===== src/rtl/fpga_cfg_pkg.sv =====
package fpga_cfg_pkg;

  typedef enum logic [2:0] {
    ST_IDLE,
    ST_PRG_HI,
    ST_PRG_LO,
    ST_WAIT_INIT,
    ST_STREAM,
    ST_WAIT_DONE,
    ST_RST_LO,
    ST_RST_HI
  } cfg_state_t;

  localparam logic [1:0] ERR_NONE      = 2'd0;
  localparam logic [1:0] ERR_INIT_LO   = 2'd1;
  localparam logic [1:0] ERR_INIT_HI   = 2'd2;
  localparam logic [1:0] ERR_DONE      = 2'd3;

endpackage


===== src/rtl/cfg_timer.sv =====
module cfg_timer #(
  parameter int W = 8
) (
  input  logic         clk,
  input  logic         rst_n,
  input  logic         clr,
  input  logic         en,
  input  logic [W-1:0] limit,
  output logic         hit
);
  logic [W-1:0] cnt;

  assign hit = en && (cnt == limit - 1'b1);

  always_ff @(posedge clk or negedge rst_n) begin
    if (!rst_n)         cnt <= '0;
    else if (clr)       cnt <= '0;
    else if (en && !hit) cnt <= cnt + 1'b1;
  end

  // count never passes the window it is timing
  p_cnt_bound_r3: assert property (@(posedge clk) disable iff (!rst_n)
    en |-> (cnt < limit));

endmodule


===== src/rtl/cfg_shifter.sv =====
module cfg_shifter #(
  parameter int HALF = 2
) (
  input  logic       clk,
  input  logic       rst_n,
  input  logic       load,
  input  logic [7:0] din,
  output logic       idle,
  output logic       byte_done,
  output logic       sclk,
  output logic       sdat
);
  localparam int HW = (HALF > 1) ? $clog2(HALF) : 1;
  localparam logic [HW-1:0] HLAST = HW'(HALF - 1);

  logic [7:0]    sreg;
  logic [2:0]    bitn;
  logic [HW-1:0] hcnt;
  logic          phase;
  logic          active;

  assign idle = !active;
  assign sclk = active && phase;
  assign sdat = active && sreg[7];

  always_ff @(posedge clk or negedge rst_n) begin
    if (!rst_n) begin
      sreg <= '0; bitn <= '0; hcnt <= '0;
      phase <= 1'b0; active <= 1'b0; byte_done <= 1'b0;
    end else begin
      byte_done <= 1'b0;
      if (load) begin
        sreg <= din; bitn <= '0; hcnt <= '0;
        phase <= 1'b0; active <= 1'b1;
      end else if (active) begin
        if (hcnt == HLAST) begin
          hcnt <= '0;
          if (!phase) begin
            phase <= 1'b1;
          end else begin
            phase <= 1'b0;
            sreg  <= {sreg[6:0], 1'b0};
            if (bitn == 3'd7) begin
              active    <= 1'b0;
              byte_done <= 1'b1;
            end else begin
              bitn <= bitn + 1'b1;
            end
          end
        end else begin
          hcnt <= hcnt + 1'b1;
        end
      end
    end
  end

  p_data_stable_high_r5: assert property (@(posedge clk) disable iff (!rst_n)
    (sclk && $past(sclk)) |-> $stable(sdat));

  p_load_when_empty_r6: assert property (@(posedge clk) disable iff (!rst_n)
    load |-> !active);

endmodule


===== src/rtl/fpga_cfg_seq.sv =====
module fpga_cfg_seq
  import fpga_cfg_pkg::*;
#(
  parameter int INIT_LO_TMO = 100000,
  parameter int INIT_HI_TMO = 100000,
  parameter int DONE_TMO    = 1000000,
  parameter int HALF_CYC    = 2,
  parameter int RST_CYC     = 50000
) (
  input  logic       clk,
  input  logic       rst_n,
  input  logic       start,
  input  logic [7:0] in_data,
  input  logic       in_valid,
  input  logic       in_last,
  output logic       in_ready,
  output logic       cfg_prog_n,
  input  logic       cfg_init,
  input  logic       cfg_done,
  output logic       cfg_clk,
  output logic       cfg_data,
  output logic       busy,
  output logic       finished,
  output logic [1:0] err_code
);
  localparam int M1   = (INIT_LO_TMO > INIT_HI_TMO) ? INIT_LO_TMO : INIT_HI_TMO;
  localparam int M2   = (DONE_TMO > RST_CYC) ? DONE_TMO : RST_CYC;
  localparam int LMAX = (M1 > M2) ? M1 : M2;
  localparam int TW   = $clog2(LMAX + 1);

  cfg_state_t     state, nxt;
  logic [1:0]     err_nxt;
  logic           fin_nxt;
  logic           last_q;
  logic [TW-1:0]  limit;
  logic           t_en, t_hit;
  logic           sh_load, sh_idle, sh_done, sh_clk, sh_dat;
  logic           rst_phase;

  // timer window per waiting state
  always_comb begin
    t_en  = 1'b1;
    limit = TW'(1);
    case (state)
      ST_PRG_LO:            limit = TW'(INIT_LO_TMO);
      ST_WAIT_INIT:         limit = TW'(INIT_HI_TMO);
      ST_WAIT_DONE:         limit = TW'(DONE_TMO);
      ST_RST_LO, ST_RST_HI: limit = TW'(RST_CYC);
      default:              t_en  = 1'b0;
    endcase
  end

  cfg_timer #(.W(TW)) u_timer (
    .clk(clk), .rst_n(rst_n), .clr(nxt != state), .en(t_en),
    .limit(limit), .hit(t_hit)
  );

  always_comb begin
    nxt     = state;
    err_nxt = err_code;
    fin_nxt = 1'b0;
    case (state)
      ST_IDLE:      if (start) nxt = ST_PRG_HI;
      ST_PRG_HI:    nxt = ST_PRG_LO;
      ST_PRG_LO: begin
        if (!cfg_init) nxt = ST_WAIT_INIT;
        else if (t_hit) begin
          nxt = ST_IDLE; err_nxt = ERR_INIT_LO; fin_nxt = 1'b1;
        end
      end
      ST_WAIT_INIT: begin
        if (cfg_init) nxt = ST_STREAM;
        else if (t_hit) begin
          nxt = ST_IDLE; err_nxt = ERR_INIT_HI; fin_nxt = 1'b1;
        end
      end
      ST_STREAM:    if (sh_done && last_q) nxt = ST_WAIT_DONE;
      ST_WAIT_DONE: begin
        if (cfg_done) nxt = ST_RST_LO;
        else if (t_hit) begin
          nxt = ST_IDLE; err_nxt = ERR_DONE; fin_nxt = 1'b1;
        end
      end
      ST_RST_LO:    if (t_hit) nxt = ST_RST_HI;
      ST_RST_HI: begin
        if (t_hit) begin
          nxt = ST_IDLE; err_nxt = ERR_NONE; fin_nxt = 1'b1;
        end
      end
      default:      nxt = ST_IDLE;
    endcase
  end

  always_ff @(posedge clk or negedge rst_n) begin
    if (!rst_n) begin
      state    <= ST_IDLE;
      finished <= 1'b0;
      err_code <= ERR_NONE;
      last_q   <= 1'b0;
    end else begin
      state    <= nxt;
      finished <= fin_nxt;
      if (state == ST_IDLE && start) begin
        err_code <= ERR_NONE;
        last_q   <= 1'b0;
      end else begin
        err_code <= err_nxt;
        if (sh_load) last_q <= in_last;
      end
    end
  end

  assign in_ready = (state == ST_STREAM) && sh_idle && !last_q;
  assign sh_load  = in_valid && in_ready;

  cfg_shifter #(.HALF(HALF_CYC)) u_shift (
    .clk(clk), .rst_n(rst_n), .load(sh_load), .din(in_data),
    .idle(sh_idle), .byte_done(sh_done), .sclk(sh_clk), .sdat(sh_dat)
  );

  assign rst_phase  = (state == ST_RST_LO) || (state == ST_RST_HI);
  assign busy       = (state != ST_IDLE);
  assign cfg_prog_n = (state != ST_PRG_LO);
  assign cfg_clk    = sh_clk || rst_phase;
  assign cfg_data   = sh_dat || (state == ST_RST_HI);

  p_busy_on_start_r2: assert property (@(posedge clk) disable iff (!rst_n)
    (start && !busy) |=> busy);

  p_prog_quiet_clk_r2: assert property (@(posedge clk) disable iff (!rst_n)
    !cfg_prog_n |-> !cfg_clk);

  p_ready_streaming_r6: assert property (@(posedge clk) disable iff (!rst_n)
    in_ready |-> (busy && cfg_prog_n && cfg_init));

  p_finish_pulse_r9: assert property (@(posedge clk) disable iff (!rst_n)
    finished |-> (!busy ##1 !finished));

  p_err_hold_r10: assert property (@(posedge clk) disable iff (!rst_n)
    (busy && $past(busy)) |-> $stable(err_code));

endmodule


===== config.mk =====
export PLATFORM = sky130hd
export DESIGN_NAME = fpga_cfg_seq
export DESIGN_NICKNAME = d
export VERILOG_FILES = /design/src/rtl/fpga_cfg_pkg.sv /design/src/rtl/cfg_timer.sv /design/src/rtl/cfg_shifter.sv /design/src/rtl/fpga_cfg_seq.sv
export SDC_FILE = /design/constraint.sdc
export NUM_CORES = 1
export LEC_CHECK = 0
export ABC_AREA = 1
export CORE_ASPECT_RATIO = 1.4
export CORE_MARGIN = 8
export CORE_UTILIZATION = 62
export DETAILED_ROUTE_END_ITERATION = 6
export GPL_TIMING_DRIVEN = 1
export PLACE_DENSITY = 0.87
export SYNTH_ARGS = -nofsm -noshare
export SYNTH_HDL_FRONTEND = slang
export SYNTH_SLANG_ARGS = --single-unit

===== constraint.sdc =====
create_clock -name clk -period 3.9 [get_ports clk]
set_clock_uncertainty 0.15 [all_clocks]
set_input_delay 0.78 -clock clk [delete_from_list [all_inputs] [get_ports clk]]
set_output_delay 0.78 -clock clk [all_outputs]
set_load 0.02 [all_outputs]

**Yosys cells after proc, flatten, opt, wreduce, memory -nomap -nowiden**

Index checks and enable logic that the tools add are counted.

- Flip-flop bits (word level): 42
- Input bits: 15
- Output and inout bits: 8

- Add/sub/neg operators: 4
- Equal/unequal tests: 19
- Mux-type cells: 54
- Reduce and logical (&&, ||, !) cells: 30

Operators with widths:

| cell | number |
|---|---|
| one-hot mux 20 bit (3 select lines) | 1 |
| two-way mux 20 bit | 2 |
| two-way mux 3 bit | 12 |
| two-way mux 8 bit | 4 |
| two-way mux 1 bit | 24 |
| one-hot mux 3 bit (8 select lines) | 1 |
| adder 20 x 1 -> 20 bit, second input constant | 1 |
| == test 20 bit | 1 |
| subtractor 20 x 1 -> 20 bit, second input constant | 1 |
| two-way mux 2 bit | 8 |
| == test 3 bit, second input constant | 5 |
| != test 3 x 2 -> 1 bit, second input constant | 5 |
| nonzero test 2 bit | 5 |
| logical AND 1 bit | 9 |
| != test 3 bit, second input constant | 3 |
| one-hot mux 2 bit (4 select lines) | 1 |
| AND reduction 8 bit | 1 |
| == test 3 x 2 -> 1 bit, second input constant | 2 |
| nonzero test 5 bit | 1 |
| OR reduction 5 bit | 1 |
| one-hot mux 1 bit (4 select lines) | 1 |
| AND reduction 4 bit | 1 |
| OR reduction 2 bit | 2 |
| adder 3 x 1 -> 3 bit, second input constant | 1 |
| 10 further kinds | 14 |

**Logic depth before layout (Yosys ltp)**

- Depth in word-level cells: 11
- Gate-level depth with buffers: 17
- Mapped depth without buffers: 16

**Cells and area by module**

A second synthesis with hierarchy kept.

- Cells, all modules: 581
- Area total of the unflattened synthesis: 3717.3 sq um

Modules (own cells, without submodules):

| module | times used | cells an instance | area an instance (sq um) | seq. area each (sq um) |
|---|---|---|---|---|
| cfg_timer | 1 | 399 | 2362.3 | 500.5 |
| cfg_shifter | 1 | 93 | 764.5 | 375.4 |
| fpga_cfg_seq | 1 | 89 | 590.6 | 175.2 |

**Worst setup path before layout**

No wires, ideal clock.

- Kind: flip-flop to flip-flop
- Start point: reg state[0]
- End point: reg last_q
- Data arrival time: 2.162 ns
- Slack: 1.506 ns
- Stages on the path, launching flop included: 10
- Buffers on the path: 2
- Period minus slack after synthesis: 2.394 ns
- Path through: dfrtp_1 buf_6 inv_6 nand2_1 nor4_1 nand2_1 inv_1 buf_2 a21oi_1 a31oi_1

- Longest elaborated chain between the ends: 5

RTL lines:

| item | RTL line | text |
|---|---|---|
| start, declared | fpga_cfg_seq.sv:31 | `cfg_state_t state, nxt;` |
| start signal, assigned | fpga_cfg_seq.sv:101 | `state <= nxt;` |
| == test 3 bit | fpga_cfg_seq.sv:113 | `assign in_ready = (state == ST_STREAM) && sh_idle && !last_q;` |
| logical AND 1 bit (2 in a row) | fpga_cfg_seq.sv:113 |  |
| net in_ready | fpga_cfg_seq.sv:16 | `output logic in_ready,` |
| logical AND 1 bit | fpga_cfg_seq.sv:114 | `assign sh_load = in_valid && in_ready;` |
| nonzero test 2 bit (no line) | -- |  |
| end signal, assigned | fpga_cfg_seq.sv:108 | `if (sh_load) last_q <= in_last;` |
| end, declared | fpga_cfg_seq.sv:34 | `logic last_q;` |

The timed path passes the listed nets, and every way through them passes these cells.
A chain may end at the register's enable or synchronous reset.

**Final worst setup path**

- Start point: reg state[2]
- End point: out in_ready

- Longest elaborated chain between the ends: 3

RTL lines:

| item | RTL line |
|---|---|
| == test 3 bit | fpga_cfg_seq.sv:113 |
| logical AND 1 bit (2 in a row) | fpga_cfg_seq.sv:113 |
| end, declared | fpga_cfg_seq.sv:16 |

No other way between the ends.

==> reports/qor.yml <==
yosys:
  synth_area_um2: 2600
  yosys.area.top_type_share: 0.404
  async_reset_ff_frac: 1.00
  syn_nets: 365
  synth-main-ff-cell: "dfrtp_1"
  synth_area_leader_cell: "dfrtp_1"
  netlist_instances: 347
  ys_seq_elements: 42
  synth.area.top_cells: "dfrtp_1 40%, nand2_1 13%, inv_1 5.9%"
  synth-edff-count: 0
  avgSynthCellArea_um2: 7.50
  yosysWarnings: 0
  synth-seq-area-share: 0.404
  synth.distinct_cells: 33
sta:
  fin_ws_ns: 0.855
  worstMarginPinSlew_ns: 0.932
  period_needed_ns: 3.05
  setup_violations: 0
  finalSetupTns_ns: 0
  slew_viol_final: 0
  maxSlewHeadroom: 0.379
  fmax_ghz: 0.328
  finalHoldViolCount: 0
  rsz0062_at_grt: "false"
  finalCritPeriodShare: 0.781
power_and_ir_drop:
  p_leak_nw: 1.43
  sw_frac_of_total: 0.203
  p_clk_frac: 0.429
  p_total_mw: 0.801
  p_int_mw: 0.638
  ir_drop_mv: 0.220
  power_frac_seq: 0.543
  p_comb_frac: 0.028
  power_density_nw_per_um2: 273
  p_switching_mw: 0.163
layout:
  post-route-util: 0.709
  area_growth_pct: 12.6
  drive_above_1_share: 0.105
  final_nets: 389
  fin_area_um2: 2930
  diodes: 0
placement:
  gp_congestion: 0.993
  io_buffer_count: 22
  pre_cts_ws_ns: 1.21
  hpwl_um: 4550
  post_dp_cell_area_um2: 2830
global_route:
  track_usage: 0.196
  grt_pass1_vias: 2429
  grt-ovfl-total: 0
  grt_antenna_before_repair: 0
  grt_max_degree: 43
  grt_first_pass_wirelength_um: 10400
route:
  route.detailed.wl_per_inst_um: 14.7
  via_per_inst: 5.69
  antenna_left: 0
  wl_um: 6110
  first_pass_iters: 5
  post-route-drc-count: 0
  via_count: 2371
  drtIter0Drc: 146
die:
  die_h_um: 92.7
  rows: 28
  die_w_um: 70.8
  die_area_um2: 6560
  initial_core_util: 0.630
  ioPinCount: 23
  core-area_um2: 4130
clocking:
  clk_pin_slew_ns: 0.08
  clock_path_buffers: 2
  clk-insertion-delay-late_ns: 0.30
  cts_tree: "yes"
  h-tree-depth: 2
  post_cts.repair.setup_buffers: 0
  post_cts_resized: 0
  cts_root_buf: "clkbuf_8"
  numClockSinks: 42
  cts_buffers: 5
  postCtsHoldBufs: 0
run_status:
  status: "completed"
worst_setup_path:
  endpoint_kind: "primary output"
  critPathKind: "flip-flop to primary output"
  start_kind: "flip-flop"
  cp-endpoint: "in_ready"
  r2r_cells: 13
  r2r_end: "u_timer.cnt[11]"
  r2r_slack_ns: 1.18
  crit_required_ns: 2.97
  startpoint: "state[2]"
  crit_arrival_ns: 2.12
  cp_max_fo: 13
  timing.rr.start: "state[1]"
job:
  drv_cap: 0
min_path:
  holdCritStartpoint: "u_shift.bitn[0]"
  hp-class: "flip-flop to flip-flop"
==> state kept, by name, summed over array words and instances, names as in the netlist <==
signal	count
u_shift.phase	1
state	3
u_timer.cnt	20
u_shift.sreg	8
u_shift.byte_done	1
u_shift.active	1
u_shift.hcnt	1
u_shift.bitn	3
finished	1
last_q	1
err_code	2
==> worst max-delay path, stage by stage (launching register included) <==
cell             delay [ns]
dfrtp_1                0.61
inv_2                  0.17
nor4_1                 0.36
clkdlybuf4s50_1        0.68
==> power by group through the flow <==
| stage | Sequential, mW | Clock (mW) | Combinational, mW |
|---|---|---|---|
| 5_1_grt | 0.435 | 0.365 | 0.0255 |
| 2_1_floorplan | 0.444 | 0 | 0.000197 |
| 6_report | 0.435 | 0.344 | 0.0226 |
| 4_1_cts | 0.435 | 0.350 | 0.0233 |
| 3_5_place_dp | 0.444 | 0 | 0.0232 |
| 3_3_place_gp | 0.444 | 0 | 0.0227 |
==> cells in the final DEF, fill, tap and decap left out, drive strengths merged, types with 2 or more instances in the layout <==
cell / n
nor3: 12
nand3: 28
dfrtp: 42
nand4: 14
a22oi: 3
ha: 3
o21ai: 10
a22o: 2
a21oi: 7
nor2: 49
o211ai: 4
nand2: 96
nor4: 4
clkdlybuf4s50: 21
xor2: 13
clkbuf: 7
inv: 47
==> Yosys cell counts, types with 2 or more instances <==
library cell	instances
nand2_2	5
nand3_2	2
nor2_1	35
inv_1	41
nor4_1	4
nand4_1	13
o211ai_1	4
a22oi_1	3
buf_6	4
nand2_1	87
nand2_4	4
o21ai_0	9
xor2_1	13
nand3_1	26
a21oi_1	7
a22o_1	2
nor2_2	14
dfrtp_1	42
nor3_1	12
ha_1	3
inv_2	5
==> how the worst min path moves through the flow <==
stage | end | slack (ns) | cells after the start
2_1_floorplan | u_shift.bitn[0] | 0.29 | 1
3_3_place_gp | u_shift.bitn[0] | 0.31 | 1
3_5_place_dp | u_shift.bitn[0] | 0.33 | 1
4_1_cts | u_shift.bitn[0] | 0.34 | 1
5_1_grt | u_shift.bitn[0] | 0.36 | 1
6_report | u_shift.bitn[0] | 0.35 | 1
==> per-stage QoR <==
step           hold WS (ns)  cells
4_1_cts               0.340    417
6_report              0.354    417
5_1_grt               0.361    417
2_1_floorplan         0.290    347
3_5_place_dp          0.327    409
3_3_place_gp          0.311    409
==> layer usage <==
layer,GRT usage,up-vias,share of wire
li1,-,1175,-
met1,0.212,1112,0.41
met2,0.356,68,0.52
met3,0.0422,16,0.043
met4,0.0889,0,0.025
met5,0,-,0
==> cell families after synthesis <==
group           after synthesis  share of synthesized area
flops                        42                      0.404
buf+inv                      53                     0.0903
fa+ha+maj                     3                     0.0144
simple gates                206                      0.377
xor+xnor                     14                     0.0471
compound gates               29                     0.0678
==> cell type report <==
| class | instances | area [um^2] |
|---|---|---|
| Multi-Input combinational cell | 252 | 1320 |
| Fill cell | 335 | 1200 |
| Sequential cell | 42 | 1050 |
| Timing Repair Buffer | 22 | 215 |
| Inverter | 48 | 185 |
| Clock buffer | 7 | 76.3 |
| Tap cell | 45 | 56.3 |
| Clock inverter | 1 | 30.0 |
No activity file was read; power rests on OpenSTA's default activity.
